## config.mk

```make
export PLATFORM = sky130hd
export DESIGN_NAME = fpcr_unit
export DESIGN_NICKNAME = d
export VERILOG_FILES = /design/src/rtl/fpcr_pkg.sv /design/src/rtl/fpcr_access.sv /design/src/rtl/fpcr_rm_resolve.sv /design/src/rtl/fpcr_unit.sv
export SDC_FILE = /design/constraint.sdc
export NUM_CORES = 1
export LEC_CHECK = 0
export BUFFER_PORTS_ARGS = -buffer_cell sky130_fd_sc_hd__buf_2
export CORE_MARGIN = 2
export CORE_UTILIZATION = 35
export CTS_BUF_LIST = sky130_fd_sc_hd__clkbuf_16
export DETAILED_ROUTE_END_ITERATION = 7
export PLACE_DENSITY = 0.82
export SYNTH_ARGS = -nofsm -noshare
export SYNTH_HDL_FRONTEND = slang
export SYNTH_HIERARCHICAL = 1
export SYNTH_SLANG_ARGS = --single-unit
```

## constraint.sdc

```tcl
create_clock -name clk -period 1.66 [get_ports clk]
set_clock_uncertainty 0.2 [all_clocks]
set_input_delay 0.332 -clock clk [delete_from_list [all_inputs] [get_ports clk]]
set_output_delay 0.332 -clock clk [all_outputs]
set_load 0.02 [all_outputs]
```

## src/rtl/fpcr_pkg.sv

```systemverilog
package fpcr_pkg;
    localparam int CSR_W   = 32;
    localparam int RM_W    = 3;
    localparam int FLAG_W  = 5;
    localparam int FIELD_W = RM_W + FLAG_W;

    typedef enum logic [1:0] {
        VIEW_FULL  = 2'b00,
        VIEW_RM    = 2'b01,
        VIEW_FLAGS = 2'b10,
        VIEW_NONE  = 2'b11
    } view_e;

    typedef struct packed {
        logic [RM_W-1:0]   rm;
        logic [FLAG_W-1:0] flags;
    } fpcr_state_t;

    localparam logic [RM_W-1:0] RM_DYNAMIC   = 3'b111;
    localparam logic [RM_W-1:0] RM_LAST_MODE = 3'b100;
endpackage

```

## src/rtl/fpcr_access.sv

```systemverilog
module fpcr_access
    import fpcr_pkg::*;
(
    input  logic                  clk,
    input  logic                  rst_n,
    input  logic                  valid,
    input  logic [1:0]            view,
    input  logic                  swap,
    input  logic [CSR_W-1:0]      wdata,
    input  fpcr_state_t           cur,
    output logic [CSR_W-1:0]      rdata,
    output logic                  wr_rm,
    output logic                  wr_flags,
    output logic [RM_W-1:0]       new_rm,
    output logic [FLAG_W-1:0]     new_flags
);
    view_e sel;
    logic  unused_hi;

    assign sel       = view_e'(view);
    assign unused_hi = ^wdata[CSR_W-1:FIELD_W];

    always_comb begin
        rdata     = '0;
        wr_rm     = 1'b0;
        wr_flags  = 1'b0;
        new_rm    = cur.rm;
        new_flags = cur.flags;
        if (valid) begin
            unique case (sel)
                VIEW_FULL: begin
                    rdata[FIELD_W-1:0] = cur;
                    wr_rm     = swap;
                    wr_flags  = swap;
                    new_rm    = wdata[FIELD_W-1:FLAG_W];
                    new_flags = wdata[FLAG_W-1:0];
                end
                VIEW_RM: begin
                    rdata[RM_W-1:0] = cur.rm;
                    wr_rm  = swap;
                    new_rm = wdata[RM_W-1:0];
                end
                VIEW_FLAGS: begin
                    rdata[FLAG_W-1:0] = cur.flags;
                    wr_flags  = swap;
                    new_flags = wdata[FLAG_W-1:0];
                end
                default: ;
            endcase
        end
    end

    // upper bits of the read data never carry state
    a_r2_upper_zero: assert property (@(posedge clk) disable iff (!rst_n)
        rdata[CSR_W-1:FIELD_W] == '0);

    // a plain read requests no write
    a_r6_read_no_write: assert property (@(posedge clk) disable iff (!rst_n)
        !swap |-> !(wr_rm || wr_flags));
endmodule

```

## src/rtl/fpcr_rm_resolve.sv

```systemverilog
module fpcr_rm_resolve
    import fpcr_pkg::*;
(
    input  logic            clk,
    input  logic            rst_n,
    input  logic [RM_W-1:0] instr_rm,
    input  logic [RM_W-1:0] dyn_rm,
    output logic [RM_W-1:0] eff_rm,
    output logic            illegal
);
    logic use_dyn;

    assign use_dyn = (instr_rm == RM_DYNAMIC);

    always_comb begin
        eff_rm  = use_dyn ? dyn_rm : instr_rm;
        illegal = (eff_rm > RM_LAST_MODE);
    end

    // static reserved encodings are reported
    a_r11_static_rsvd: assert property (@(posedge clk) disable iff (!rst_n)
        (instr_rm == 3'b101 || instr_rm == 3'b110) |-> illegal);

    // dynamic selection with a legal stored mode yields that mode
    a_r10_dyn_legal: assert property (@(posedge clk) disable iff (!rst_n)
        (use_dyn && dyn_rm <= RM_LAST_MODE) |-> (eff_rm == dyn_rm && !illegal));

    // legal static modes pass through
    a_r9_static_pass: assert property (@(posedge clk) disable iff (!rst_n)
        (instr_rm <= RM_LAST_MODE) |-> (eff_rm == instr_rm && !illegal));
endmodule

```

## src/rtl/fpcr_unit.sv

```systemverilog
module fpcr_unit
    import fpcr_pkg::*;
(
    input  logic              clk,
    input  logic              rst_n,
    input  logic              csr_valid,
    input  logic [1:0]        csr_view,
    input  logic              csr_swap,
    input  logic [CSR_W-1:0]  csr_wdata,
    output logic [CSR_W-1:0]  csr_rdata,
    input  logic              acc_valid,
    input  logic [FLAG_W-1:0] acc_flags,
    input  logic [RM_W-1:0]   instr_rm,
    output logic [RM_W-1:0]   eff_rm,
    output logic              rm_illegal
);
    fpcr_state_t       st_q, st_d;
    logic              wr_rm, wr_flags;
    logic [RM_W-1:0]   new_rm;
    logic [FLAG_W-1:0] new_flags;

    fpcr_access u_access (
        .clk       (clk),
        .rst_n     (rst_n),
        .valid     (csr_valid),
        .view      (csr_view),
        .swap      (csr_swap),
        .wdata     (csr_wdata),
        .cur       (st_q),
        .rdata     (csr_rdata),
        .wr_rm     (wr_rm),
        .wr_flags  (wr_flags),
        .new_rm    (new_rm),
        .new_flags (new_flags)
    );

    fpcr_rm_resolve u_resolve (
        .clk      (clk),
        .rst_n    (rst_n),
        .instr_rm (instr_rm),
        .dyn_rm   (st_q.rm),
        .eff_rm   (eff_rm),
        .illegal  (rm_illegal)
    );

    always_comb begin
        st_d = st_q;
        if (wr_rm)     st_d.rm    = new_rm;
        if (wr_flags)  st_d.flags = new_flags;
        if (acc_valid) st_d.flags = st_d.flags | acc_flags;
    end

    always_ff @(posedge clk) begin
        if (!rst_n) st_q <= '0;
        else        st_q <= st_d;
    end

    // flags are sticky unless software writes them
    a_r7_sticky: assert property (@(posedge clk) disable iff (!rst_n)
        !wr_flags |=> ((st_q.flags & $past(st_q.flags)) == $past(st_q.flags)));

    // an accrued flag is present after the edge even under a write
    a_r8_accrue_wins: assert property (@(posedge clk) disable iff (!rst_n)
        acc_valid |=> ((st_q.flags & $past(acc_flags)) == $past(acc_flags)));

    // rounding field holds when not written
    a_r4_rm_hold: assert property (@(posedge clk) disable iff (!rst_n)
        !wr_rm |=> $stable(st_q.rm));
endmodule

```

Yosys cells after proc, flatten, opt, wreduce, memory -nomap -nowiden
Index checks and enable logic that the tools add are counted.
{"block": "classes", "n_eq_ne": 3, "add_sub_neg": 0, "multipliers": 0, "n_reduce_logical": 5, "mux": 14, "div": 0, "magnitude_cmp": 1, "shift": 0, "bitwise_logic": 1}
{"op": "5-bit 2-to-1 mux", "count": 4}
{"op": "3-bit case mux with 2 select lines", "count": 2}
{"op": "8-bit 2-to-1 mux", "count": 1}
{"op": "3-bit 2-to-1 mux", "count": 2}
{"op": "5-bit OR", "count": 1}
{"op": "1-bit 2-to-1 mux", "count": 4}
{"op": "2-bit OR reduction", "count": 2}
{"op": "3-bit == test, second input constant", "count": 1}
{"op": "3-bit > comparator, second input constant", "count": 1}
{"op": "3-bit AND reduction", "count": 1}
{"op": "2-bit by 1-bit == test with 1-bit output, second input constant", "count": 1}
{"op": "2-bit == test, second input constant", "count": 1}
{"op": "2-bit zero test", "count": 1}
{"op": "2-bit 2-to-1 mux", "count": 1}
{"op": "2-bit nonzero test", "count": 1}
{"block": "totals", "inputBits": 47, "regBits": 8, "memories": 0, "latchBits": 0, "mem_bits_rw": 0, "output_inout_bits": 36, "rom_bits": 0, "word_cells": 26}

Logic depth before layout (Yosys ltp)
{"block": "logic_depth", "word_depth": 7, "depth_mapped": 7, "ltp_nobuf": 4}

Modules after synthesis
The synthesis kept the hierarchy.
{"module": "fpcr_access", "cells_each": 59, "area_per_inst_um2": 493.0, "seq_area_each_um2": 0.0, "n_inst": 1}
{"module": "fpcr_unit", "cells_each": 30, "area_per_inst_um2": 326.6, "seq_area_each_um2": 160.2, "n_inst": 1}
{"module": "fpcr_rm_resolve", "cells_each": 10, "area_per_inst_um2": 52.6, "seq_area_each_um2": 0.0, "n_inst": 1}

Worst setup path before layout
No wires, ideal clock.
{"block": "synth_path", "path_type": "input to output", "startpoint": "input port csr_view[0]", "endpoint": "output port csr_rdata[5]", "slack_ns": -0.133, "cell_stages": 4, "arrival_time_ns": 1.261, "path_cell_list": "buf_6 nand2b_4 buf_6 nor3b_1"}
{"block": "synth_via", "elab_chain_cells": 3}
{"item": "from (decl)", "line_no": "fpcr_unit.sv:7", "text": "input logic [1:0] csr_view,"}
{"item": "2-bit zero test", "line_no": "fpcr_access.sv:30", "text": "unique case (sel)"}
{"item": "3-bit 2-to-1 mux", "line_no": "fpcr_access.sv:30"}
{"item": "8-bit 2-to-1 mux", "line_no": "fpcr_access.sv:29", "text": "if (valid) begin"}
{"item": "to (decl)", "line_no": "fpcr_unit.sv:10", "text": "output logic [CSR_W-1:0] csr_rdata,"}
Every way passes these cells.

Worst setup path after layout
{"block": "layout_path", "startpoint": "input port csr_view[0]", "endpoint": "output port csr_rdata[1]"}
{"block": "layout_via", "elab_chain_cells": 4, "elab_cells_between_ends": 6, "cone_classes": "eq/ne (2); mux (2); reduce/logical (2)"}
{"item": "2-bit == test or 2-bit zero test (tied branches)", "line_no": "fpcr_access.sv:30"}
{"item": "2-bit OR reduction (no line)"}
{"item": "3-bit case mux with 2 select lines (*)", "line_no": "fpcr_access.sv:30"}
{"item": "8-bit 2-to-1 mux (*)", "line_no": "fpcr_access.sv:29"}
Mark *: on every way between the ends. The rest lies on a longest branch, timed or not.

==> run_results.csv <==
group,metric,value,unit
final_layout,final_util,0.449,
synthesis,ys_top_cells_by_count,"buf_4, dfxtp_1, mux2i_1, mux2_4, inv_1",
clock_tree,clockBufferDepth,2,
synthesis,synth_compound_area_frac,0.112,
synthesis,synthFlopType,"dfxtp_1",
setup_path,cp-end-kind,"output port",
final_layout,area_delta_synth_final,24.0,%
placement,dp_worst_setup_slack,-0.0127,ns
floorplan,placement_rows,18,
synthesis,synth.area.top_cells,"buf_4, dfxtp_1, mux2_4, mux2i_1, mux2_2",
final_layout,fillerInstances,244,
drt,vias,709,
floorplan,ioPinCount,83,
setup_path,reg2reg_to,"st_q[1]",
synthesis,synthesis.area,872,um2
setup_path,max_stage_delay,0.19,ns
setup_path,crit_slowest_cell,"buf_2",
setup_path,required,1.13,ns
grt,antenna_found_initial,0,
synthesis,async_flop_share,0,
power_and_ir_drop,combPwrFrac,0.253,
synthesis,yosys.area_share.simple,0.161,
clock_tree,clock_latency,0.23,ns
sta,post-route-period-util,0.952,
synthesis,ys_seq_elements,8,
placement,gp_congestion,0.660,
clock_tree,clkSlewWorstSetupHoldPaths,0.04,ns
setup_path,crit_family,"buffers and inverters",
final_layout,regMostFlops,"st_q",
grt,grt_pass1_wl,2820,um
synthesis,synth-xor-area-share,0,
hold_path,worstHoldEndpoint,"st_q[3]",
final_layout,reg_top3,"st_q x8",
sta,setup_slack,0.0793,ns
power_and_ir_drop,cellPowerDensity,758,mW/mm2
clock_tree,numCtsBuffers,3,
power_and_ir_drop,power_leakage,0.540,nW
sta,finalSetupViolations,0,
floorplan,start_util,0.362,
drt,wirelength,1830,um
synthesis,ys_types,23,
final_layout,drive_above_1_share,0.438,
grt,grt-ovfl-total,0,
final_layout,largest_reg_flops,8,
grt,grt_max_degree,9,
floorplan,die_x,53.9,um
synthesis,synth_top_area_frac,0.207,
drt,via_per_inst,4.25,
placement,io_buffers,34,
grt,grtUsageTotal,0.138,
placement,dp_cells,161,
sta,period_minus_slack,1.58,ns
sta,fmax,633,MHz
drt,ant_nets,0,
floorplan,die_area,0.00291,mm2
synthesis,ys_warn_count,6,
power_and_ir_drop,swShare,0.266,
power_and_ir_drop,p_sw,0.218,mW
placement,dpl.hpwl,1440,um
drt,avgRoutedWirePerCell,11.0,um
placement,place_area,967,um2
synthesis,synth_edf_count,0,
hold_path,hold_depth,3,
sta,finalHoldViolCount,0,
setup_path,cp.buffers_inverters,3,
synthesis,avgSynthCellArea,8.81,um2
power_and_ir_drop,clkPwrFrac,0.487,
setup_path,r2r_cells,3,
sta,rsz0062_at_grt,"no",
setup_path,r2r_slack,0.50,ns
clock_tree,clock_sinks,8,
clock_tree,h-tree-depth,1,
clock_tree,root_buffer,"clkbuf_16",
synthesis,synth_largest_area_cell,"buf_4",
outcome,run_status,"completed",
power_and_ir_drop,sequentialPowerShare,0.260,
setup_path,critical_path_class,"input pin to output port",
setup_path,crit_top_cell,"buf_2",
synthesis,synth_mux_area_frac,0.264,
setup_path,cp-start-kind,"input pin",
drt,drc,0,
hold_path,hold_class,"input pin to register",
synthesis,yosys.area_share.adder,0,
clock_tree,cts_tree,"done",
synthesis,synth_top_family_by_area,"buffers and inverters",
final_layout,antenna_cells,0,
power_and_ir_drop,intPower,0.602,mW
sta,slew_viol_final,0,
final_layout,final_area,0.00108,mm2
setup_path,cp_max_fo,8,
synthesis,ys_seq_area_frac,0.184,
setup_path,critPathArrivalTime,1.05,ns
synthesis,synth.most_common_cell,"buf_4",
drt,drt_pass1_iterations,4,
setup_path,r2r_start,"st_q[1]",
run,max_cap_viol_count,0,
drt,first_iter_violations,5,
final_layout,final_cells,167,
clock_tree,cts_hold_buf,0,
setup_path,cp_cell_sequence,"buf_2, buf_4, nand3b_1, a21boi_0, buf_2",
floorplan,fp.dieH,53.9,um
power_and_ir_drop,irDropWorstVdd,0.000423,V
hold_path,hp-start,"acc_flags[3]",
power_and_ir_drop,power,0.820,mW
final_layout,nets,186,
grt,grt_pass1_vias,659,
floorplan,core_area,0.00241,mm2
synthesis,synthCells,99,
-- tightest hold or removal path: stages --
cell and delay, ns:
buf_2 0.09, nand2_1 0.05, a21boi_1 0.05
-- metrics by stage --
step | setup TNS (ns) | hold WS [ns]
CTS | 0 | 0.147
global placement | -0.0277 | 0.352
floorplan | -0.399 | 0.260
global route | 0 | 0.159
finish | 0 | 0.148
detailed placement | -0.0127 | 0.362
-- how the worst max path moves through the flow --
| stage | startpoint | end | slack, ns | cells after the start |
|---|---|---|---|---|
| after floorplan | csr_view[0] | csr_rdata[5] | -0.13 | 4 |
| after global placement | csr_view[0] | csr_rdata[7] | -0.02 | 4 |
| after detailed placement | csr_view[0] | csr_rdata[5] | -0.01 | 4 |
| after CTS | st_q[6] | rm_illegal | 0.02 | 3 |
| after global routing | st_q[5] | rm_illegal | 0.01 | 3 |
| final | csr_view[0] | csr_rdata[1] | 0.08 | 5 |
-- power by group through the flow --
stage / clock, mW / combinational, mW / sequential, mW
2_1_floorplan: 0 / 0.191 / 0.213
3_3_place_gp: 0 / 0.194 / 0.215
3_5_place_dp: 0 / 0.198 / 0.216
4_1_cts: 0.409 / 0.206 / 0.213
5_1_grt: 0.414 / 0.227 / 0.214
6_report: 0.399 / 0.208 / 0.213
-- cells in the final DEF (no fill, tap or decap) --
cell,synthesis,routed
nand3b_1,3,3
nand2b_1,3,3
inv_2,1,1
mux2i_1,8,8
o21ai_0,2,2
o31a_1,1,1
a31oi_1,3,3
mux2_4,7,7
nand2_1,5,5
a21boi_0,3,3
nor2_1,3,3
and2b_1,1,1
mux2_2,4,4
nor2b_1,3,3
nand2b_4,1,1
conb_1,1,24
a21boi_1,5,5
nor3b_1,3,1
dfxtp_1,8,5
buf_4,24,6
dfxtp_2,0,3
and2_1,1,1
clkbuf_16,0,3
inv_1,6,6
buf_2,0,33
nor3b_2,0,2
-- cells by family after synthesis --
| logic type | after synthesis |
|---|---|
| compound gates | 14 |
| buf+inv | 34 |
| flops | 8 |
| mux | 19 |
| other cells | 1 |
| simple gates | 23 |
-- layout make-up --
| class | instances | area (um2) | area share |
|---|---|---|---|
| multi-input cells | 80 | 568 | 0.525 |
| repair buffers | 39 | 210 | 0.194 |
| flip-flops and latches | 8 | 164 | 0.152 |
| clock buffers | 3 | 75.1 | 0.0694 |
| well taps | 30 | 37.5 | 0.0347 |
| inverters | 7 | 26.3 | 0.0243 |
-- metal layers --
metal	vias to the layer above	wire length [um]	GRT usage
li1	357	-	-
met1	320	710	0.153
met2	30	961	0.244
met3	2	151	0.0361
met4	0	8	0.0641
met5	-	0	0
-- what timing repair did --
item	CTS	global route
setup endpoints to repair	2	5
gates resized for setup	1	5
buffers inserted	3	0
Note: power is estimated with default switching activity, not from simulation.
